<file path="src/rtl/cfg_hdr_strip_pkg.sv">
package cfg_hdr_strip_pkg;

    // byte value that forms the sync run ahead of the payload
    localparam logic [7:0] SYNC_BYTE = 8'hFF;

    typedef enum logic [2:0] {
        ST_PARSE = 3'd0,   // walking header fields or hunting for sync run
        ST_FLUSH = 3'd1,   // replaying the held sync bytes downstream
        ST_PASS  = 3'd2,   // forwarding payload bytes straight through
        ST_DONE  = 3'd3,   // end of file forwarded, idle until re-armed
        ST_FAIL  = 3'd4    // file ended without a sync run
    } strip_state_e;

endpackage

</file>
<file path="src/rtl/hdr_field_walker.sv">
module hdr_field_walker #(
    parameter int HDR_OFS = 15,
    parameter int NFIELDS = 4
) (
    input  logic       clk,
    input  logic       rst_n,
    input  logic       clr,
    input  logic       step,
    input  logic [7:0] data,
    output logic       hunt
);
    localparam int OFS_BITS = (HDR_OFS > 0) ? $clog2(HDR_OFS + 1) : 1;
    localparam int GAP_W    = (OFS_BITS > 9) ? OFS_BITS : 9;
    localparam int FLD_W    = $clog2(NFIELDS + 1);

    typedef struct packed {
        logic [GAP_W-1:0] gap;   // bytes still to drop before next length byte
        logic [FLD_W-1:0] fld;   // length bytes consumed so far
    } walk_t;

    walk_t w_d, w_q;

    assign hunt = (w_q.gap == '0) && (w_q.fld == FLD_W'(NFIELDS));

    always_comb begin
        w_d = w_q;
        if (clr) begin
            w_d.gap = GAP_W'(HDR_OFS);
            w_d.fld = '0;
        end else if (step && !hunt) begin
            if (w_q.gap != '0) begin
                w_d.gap = w_q.gap - GAP_W'(1);
            end else begin
                w_d.fld = w_q.fld + FLD_W'(1);
                w_d.gap = GAP_W'(data) + GAP_W'(2);
            end
        end
    end

    always_ff @(posedge clk or negedge rst_n) begin
        if (!rst_n) begin
            w_q.gap <= GAP_W'(HDR_OFS);
            w_q.fld <= '0;
        end else begin
            w_q <= w_d;
        end
    end


    hunt_sticky_chk: assert property (@(posedge clk) disable iff (!rst_n)
        hunt && !clr |=> hunt);


    fld_bound_chk: assert property (@(posedge clk) disable iff (!rst_n)
        w_q.fld <= FLD_W'(NFIELDS));

endmodule

</file>
<file path="src/rtl/sync_run_matcher.sv">
module sync_run_matcher #(
    parameter int RUN_LEN = 4
) (
    input  logic       clk,
    input  logic       rst_n,
    input  logic       clr,
    input  logic       step,
    input  logic [7:0] data,
    output logic       hit
);
    import cfg_hdr_strip_pkg::*;

    localparam int CNT_W = (RUN_LEN > 1) ? $clog2(RUN_LEN) : 1;

    logic [CNT_W-1:0] run_d, run_q;
    logic             is_sync;

    assign is_sync = (data == SYNC_BYTE);
    assign hit     = step && is_sync && (run_q == CNT_W'(RUN_LEN - 1));

    always_comb begin
        run_d = run_q;
        if (clr || hit) begin
            run_d = '0;
        end else if (step) begin
            run_d = is_sync ? run_q + CNT_W'(1) : '0;
        end
    end

    always_ff @(posedge clk or negedge rst_n) begin
        if (!rst_n) run_q <= '0;
        else        run_q <= run_d;
    end


    run_break_chk: assert property (@(posedge clk) disable iff (!rst_n)
        step && !is_sync |=> run_q == '0);

endmodule

</file>
<file path="src/rtl/cfg_hdr_strip.sv">
module cfg_hdr_strip #(
    parameter int HDR_OFS = 15,
    parameter int NFIELDS = 4,
    parameter int RUN_LEN = 4,
    parameter int OFS_W   = 32
) (
    input  logic             clk,
    input  logic             rst_n,
    input  logic             start,
    input  logic             in_valid,
    output logic             in_ready,
    input  logic [7:0]       in_data,
    input  logic             in_last,
    output logic             out_valid,
    input  logic             out_ready,
    output logic [7:0]       out_data,
    output logic             out_last,
    output logic [OFS_W-1:0] pay_ofs,
    output logic             pay_ofs_vld,
    output logic             hdr_err
);
    import cfg_hdr_strip_pkg::*;

    localparam int FL_W = $clog2(RUN_LEN + 1);

    typedef struct packed {
        strip_state_e     st;
        logic [OFS_W-1:0] pos;        // offset of the next input byte
        logic [OFS_W-1:0] ofs;        // payload start offset
        logic             ofs_vld;
        logic [FL_W-1:0]  left;       // sync bytes still to emit
        logic             last_pend;  // final sync byte ends the file
    } ctl_t;

    ctl_t c_d, c_q;

    logic acc, parse_step, hunt, hit;

    assign in_ready = !start && ((c_q.st == ST_PARSE) ||
                                 ((c_q.st == ST_PASS) && out_ready));
    assign acc        = in_valid && in_ready;
    assign parse_step = acc && (c_q.st == ST_PARSE);

    hdr_field_walker #(.HDR_OFS(HDR_OFS), .NFIELDS(NFIELDS)) u_walk (
        .clk   (clk),
        .rst_n (rst_n),
        .clr   (start),
        .step  (parse_step),
        .data  (in_data),
        .hunt  (hunt)
    );

    sync_run_matcher #(.RUN_LEN(RUN_LEN)) u_match (
        .clk   (clk),
        .rst_n (rst_n),
        .clr   (start),
        .step  (parse_step && hunt),
        .data  (in_data),
        .hit   (hit)
    );

    assign out_valid   = !start && ((c_q.st == ST_FLUSH) ||
                                    ((c_q.st == ST_PASS) && in_valid));
    assign out_data    = (c_q.st == ST_FLUSH) ? SYNC_BYTE : in_data;
    assign out_last    = (c_q.st == ST_FLUSH) ?
                         (c_q.last_pend && (c_q.left == FL_W'(1))) : in_last;
    assign pay_ofs     = c_q.ofs;
    assign pay_ofs_vld = c_q.ofs_vld;
    assign hdr_err     = (c_q.st == ST_FAIL);

    always_comb begin
        c_d = c_q;
        if (start) begin
            c_d.st        = ST_PARSE;
            c_d.pos       = '0;
            c_d.ofs       = '0;
            c_d.ofs_vld   = 1'b0;
            c_d.left      = '0;
            c_d.last_pend = 1'b0;
        end else begin
            unique case (c_q.st)
                ST_PARSE: begin
                    if (acc) begin
                        c_d.pos = c_q.pos + OFS_W'(1);
                        if (hit) begin
                            c_d.st        = ST_FLUSH;
                            c_d.ofs       = c_q.pos - OFS_W'(RUN_LEN - 1);
                            c_d.ofs_vld   = 1'b1;
                            c_d.left      = FL_W'(RUN_LEN);
                            c_d.last_pend = in_last;
                        end else if (in_last) begin
                            c_d.st = ST_FAIL;
                        end
                    end
                end
                ST_FLUSH: begin
                    if (out_ready) begin
                        c_d.left = c_q.left - FL_W'(1);
                        if (c_q.left == FL_W'(1)) begin
                            c_d.st = c_q.last_pend ? ST_DONE : ST_PASS;
                        end
                    end
                end
                ST_PASS: begin
                    if (acc) begin
                        c_d.pos = c_q.pos + OFS_W'(1);
                        if (in_last) c_d.st = ST_DONE;
                    end
                end
                default: ;
            endcase
        end
    end

    always_ff @(posedge clk or negedge rst_n) begin
        if (!rst_n) begin
            c_q.st        <= ST_PARSE;
            c_q.pos       <= '0;
            c_q.ofs       <= '0;
            c_q.ofs_vld   <= 1'b0;
            c_q.left      <= '0;
            c_q.last_pend <= 1'b0;
        end else begin
            c_q <= c_d;
        end
    end


    stall_hold_chk: assert property (@(posedge clk) disable iff (!rst_n)
        out_valid && !out_ready && !start |=> out_valid && $stable(out_data));


    err_quiet_chk: assert property (@(posedge clk) disable iff (!rst_n)
        hdr_err |-> !out_valid && !in_ready);


    ofs_hold_chk: assert property (@(posedge clk) disable iff (!rst_n)
        pay_ofs_vld && !start |=> pay_ofs_vld && $stable(pay_ofs));


    first_sync_chk: assert property (@(posedge clk) disable iff (!rst_n)
        $rose(pay_ofs_vld) && !start |-> out_valid && out_data == SYNC_BYTE);


    no_early_out_chk: assert property (@(posedge clk) disable iff (!rst_n)
        !pay_ofs_vld |-> !out_valid);

endmodule

</file>
<file path="config.mk">
export PLATFORM = sky130hd
export DESIGN_NAME = cfg_hdr_strip
export DESIGN_NICKNAME = d
export VERILOG_FILES = /design/src/rtl/cfg_hdr_strip_pkg.sv /design/src/rtl/hdr_field_walker.sv /design/src/rtl/sync_run_matcher.sv /design/src/rtl/cfg_hdr_strip.sv
export SDC_FILE = /design/constraint.sdc
export NUM_CORES = 1
export LEC_CHECK = 0
export ABC_AREA = 1
export CORE_MARGIN = 1.5
export CORE_UTILIZATION = 59
export CTS_CLUSTER_SIZE = 12
export DETAILED_ROUTE_END_ITERATION = 8
export PLACE_DENSITY = 0.85
export SYNTH_ARGS = -nofsm -noshare
export SYNTH_HDL_FRONTEND = slang
export SYNTH_SLANG_ARGS = --single-unit
</file>
<file path="constraint.sdc">
create_clock -name clk -period 3.6 [get_ports clk]
set_input_delay 0.36 -clock clk [delete_from_list [all_inputs] [get_ports clk]]
set_output_delay 0.36 -clock clk [all_outputs]
set_load 0.005 [all_outputs]
</file>
==> results.txt <==
- Setup violations remaining at the end of the flow were counted as 0.
* Antenna-violating nets left: 0
- In this run, distinct cell masters in the synthesized netlist total 42.
- Worst vdd ir: 0.201 mV
- Using the TritonRoute via totals, the vias-per-cell ratio works out to 5.59.
* Wire length on met2: 6270 um
- STA classifies the critical path startpoint as a flop.
- The synthesized netlist occupies a cell area of 0.00544 mm2.
- Multiplexer area fraction after synthesis: 0
- The first global-routing pass estimated roughly 22000 um of wire.
* Clk sinks: 86
- Final period util: 0.741
- Of the total synthesized cell area, the portion taken by XOR and XNOR cells is 0.0515.
- Count of H-tree levels built during CTS: 3
- Ratio of cells with drive above 1 in the final layout: 0.0545
- Once the clock tree was built, the setup fixing pass inserted 0 buffers.
- Commonest cells in the synthesized netlist: 180 x nand2_1, 92 x nor2_1, 82 x dfrtp_1
* Number of synthesized register bits: 86
- Worst EP arrival: 2.90 ns
- Highest net fanout along the worst path: 37
- At the end of the flow, the number of nets in the layout was 789.
- The share of synthesized area in the top cell type comes to 0.377.
* Core outline area: 0.00881 mm2
* Hold bufs inserted after CTS: 0
- Design area: 0.00605 mm2
* Detailed Route Iter0 Violations: 314
* Aggregate global routing overflow: 0
* Syn Inst Count: 750
* Detailed-route DRC error count: 0
* TritonRoute pass-1 iters: 5
- The worst setup path is captured at a flop.
* Sum of negative setup slack: 0 ns
* Tightest Pin Transition: 0.915 ns
- The worst hold path belongs to the class input port to asynchronous set/reset pin.
* Syn_nets: around 770
- The congestion estimate from routability-driven global placement came to 0.972.
- Highest signal layer in the routed design: met4
* Antenna fix cells: 0
* CP dominant cell by count: nand2_1
- The critical path in this run is classified as flop to flop.
- Post-placement cell area: 0.00581 mm2
- Across every metal layer, demand over resource in global routing totals 0.278.
- Die Y-Extent: 99.0 um
* Number of CTS-inserted buffers: 9
* Max-slew violation count: 0
- Of the synthesized area, sequential elements account for 0.397.
- Setup repair after global routing left no endpoint under its margin.
* Main combinational cell family by area after synthesis: simple AND/OR/NAND/NOR gates
- Worst R2R Path Depth: 11
* Resized cells post-CTS: 0
* Dominant register cell in the synthesized netlist: dfrtp_1
* Async S/R FF share, synth: 1.00
- 59 I/O pins were placed.
* CTS tree: built
* Static power due to leakage: 2.95 nW
- End of the worst register-to-register path: pay_ofs[30]$_DFFE_PN0P_
- The run finished with clean final reports.
- Clk buf depth: 2
- The initial utilization of the core area, before any placement, comes to 0.618.
- Synth Area in Simple Gates: 0.300
- Detailed placement ended at an HPWL of 9570 um.
* Met3 wire length: between 700 and 800 um
- Based on the critical path, the design can be clocked at up to 0.375 GHz.
- Hold Fails Final Rpt: 0
- Number of antenna violations at the first check in global routing: 0
- Number of enable flip-flop cells after synthesis: 0
* Layout area overhead: 11.3%
- Via count of the first global-routing pass: 4627
- The largest total area in the synthesized netlist belongs to dfrtp_1.
- Capture point of the worst path: pay_ofs[30]$_DFFE_PN0P_
- For this block, the via count after detailed routing is 4914.
- Crit-path slowest cell: nor3_4
- nand2_1 is the most common cell in the netlist.
- IO Port Bufs: 58
- Launch instance of the worst register-to-register path: u_walk.w_q[3]$_DFFE_PN1P_
- Entering global routing, the biggest net connects between 70 and 80 pins.
- Average footprint of a synthesized cell: 7.25 um2
- Clock Skews: 0.0148 ns
* Pwr/cell area: 393 mW/mm2
- Worst slew margin: 0.390
* Top area cells in the synthesized netlist: dfrtp_1 38%, nand2_1 12%, nor2_1 6.3%, inv_1 5.0%, nand3_1 4.5%
* Later-pin clock latency in the skew report: 0.37 ns
- CTS Root Cell: clkbuf_8
* M1 wire length: 5780 um
- The synthesized-area fraction occupied by ao, oa, aoi and oai cells is 0.113.
- Sum of routed wire length over all layers: about 13000 um
* Standard-cell rows: 34
- Max Cap Viol: 0
- Die Span X: between 90 and 100 um
* Tmin final: 2.67 ns
- Of the total synthesized cell area, the portion taken by full adders, half adders and majority gates is 0.0207.
* Stage delay of the slowest cell on the critical path: between 0.5 and 0.6 ns
- After detailed routing, the average wire length per cell comes to 14.8 um.
- Clock-pin slew was measured on the worst setup and hold paths at roughly 0.09 ns.
- Die Footprint: just under 0.01 mm2
- The Yosys step of the flow raised 0 warnings.
- STA puts the critical path data required time at 3.83 ns.
* CP Cell Sequence: inv_1 > ha_1 > nand2_1 > nor3_4 > nand2_2 > nor2_4 > nand3_4 > nand2_4 > inv_4 > nand2_1 > o21ai_0
* Critical path startpoint: u_walk.w_q[3]$_DFFE_PN1P_
* Register-to-register setup slack: 0.93 ns
-- per-stage QoR --
step	utilization	std cells	hold WS, ns	setup WS [ns]	power, mW
floorplan	-	750	0.0644	1.77	1.40
global placement	0.660	863	0.456	0.901	1.56
detailed placement	0.660	863	0.458	0.845	1.57
CTS	0.687	879	0.156	0.899	2.38
global route	0.687	879	0.195	0.695	2.49
finish	0.687	879	0.104	0.933	2.38
-- flip-flops by register name, summed over array words and instances, names as in the netlist --
register       cells
pay_ofs_vld        1
u_match.run_q      2
pay_ofs           32
c_q               39
u_walk.w_q        12
-- cell families (layout without fill, tap and decap cells) --
| logic type | count (synthesis) | after routing |
|---|---|---|
| simple gates | 376 | 376 |
| buf+inv | 130 | 151 |
| compound gates | 117 | 117 |
| flops | 86 | 86 |
| xor+xnor | 32 | 32 |
| fa+ha+maj | 9 | 9 |
-- critical path: cells and delay by family (launching register included) --
kind / cells / cell delay (ns)
compound gates: 1 / 0.09
fa+ha+maj: 1 / 0.17
buf+inv: 2 / 0.30
flops: 1 / 0.37
simple gates: 7 / 1.61
-- how the worst min path moves through the flow --
stage,from,cells after the start,slack [ns],to
floorplan,rst_n,0,0.06,c_q[0]$_DFFE_PN0P_
global placement,c_q[3]$_DFFE_PN0P_,2,0.46,c_q[3]$_DFFE_PN0P_
detailed placement,c_q[2]$_DFFE_PN0P_,2,0.46,c_q[2]$_DFFE_PN0P_
CTS,rst_n,1,0.16,u_walk.w_q[10]$_DFFE_PN0P_
global route,rst_n,1,0.19,u_walk.w_q[10]$_DFFE_PN0P_
finish,rst_n,1,0.10,u_walk.w_q[10]$_DFFE_PN0P_
-- cell type report --
cell class / count / area, um2
clock buffers: 11 / 131
fillers: 728 / 2750
repair buffers: 61 / 601
flip-flops and latches: 86 / 2160
multi-input cells: 534 / 2640
well taps: 108 / 135
inverters: 74 / 280
clock inverters: 5 / 108
-- per-layer routing --
layer	up-vias	global-route usage
met3	24	0.0418
met2	173	0.451
met4	0	0.0934
li1	2420	-
met5	-	0
met1	2297	0.382
-- layout by cell type, fill, tap and decap left out, types with 2 or more instances in the layout --
master           instances
nand3_2                  2
inv_1                   72
dfrtp_1                 82
nor4_1                   3
buf_4                    4
a21oi_1                 33
clkbuf_1                 2
a31oi_1                  5
nand2_1                180
nor2_1                  92
nand3b_1                 2
nand3_1                 49
o21ai_1                 27
xor2_1                  26
xnor2_1                  6
o21a_1                   2
clkdlybuf4s50_1         57
clkinv_4                 2
dfstp_2                  4
clkbuf_8                 9
ha_1                     9
nor2_2                   4
nand4_1                 15
o21ai_0                 43
nor3_1                  17
or2_2                    5
a22oi_1                  2
bufinv_16                3
-- where the power goes --
group	switching, mW	leakage [nW]	internal, mW
Clock	0.355	0.118	0.464
Sequential	0.0202	1.18	1.00
Combinational	0.356	1.65	0.182
Note: power is estimated with default switching activity, not from simulation.
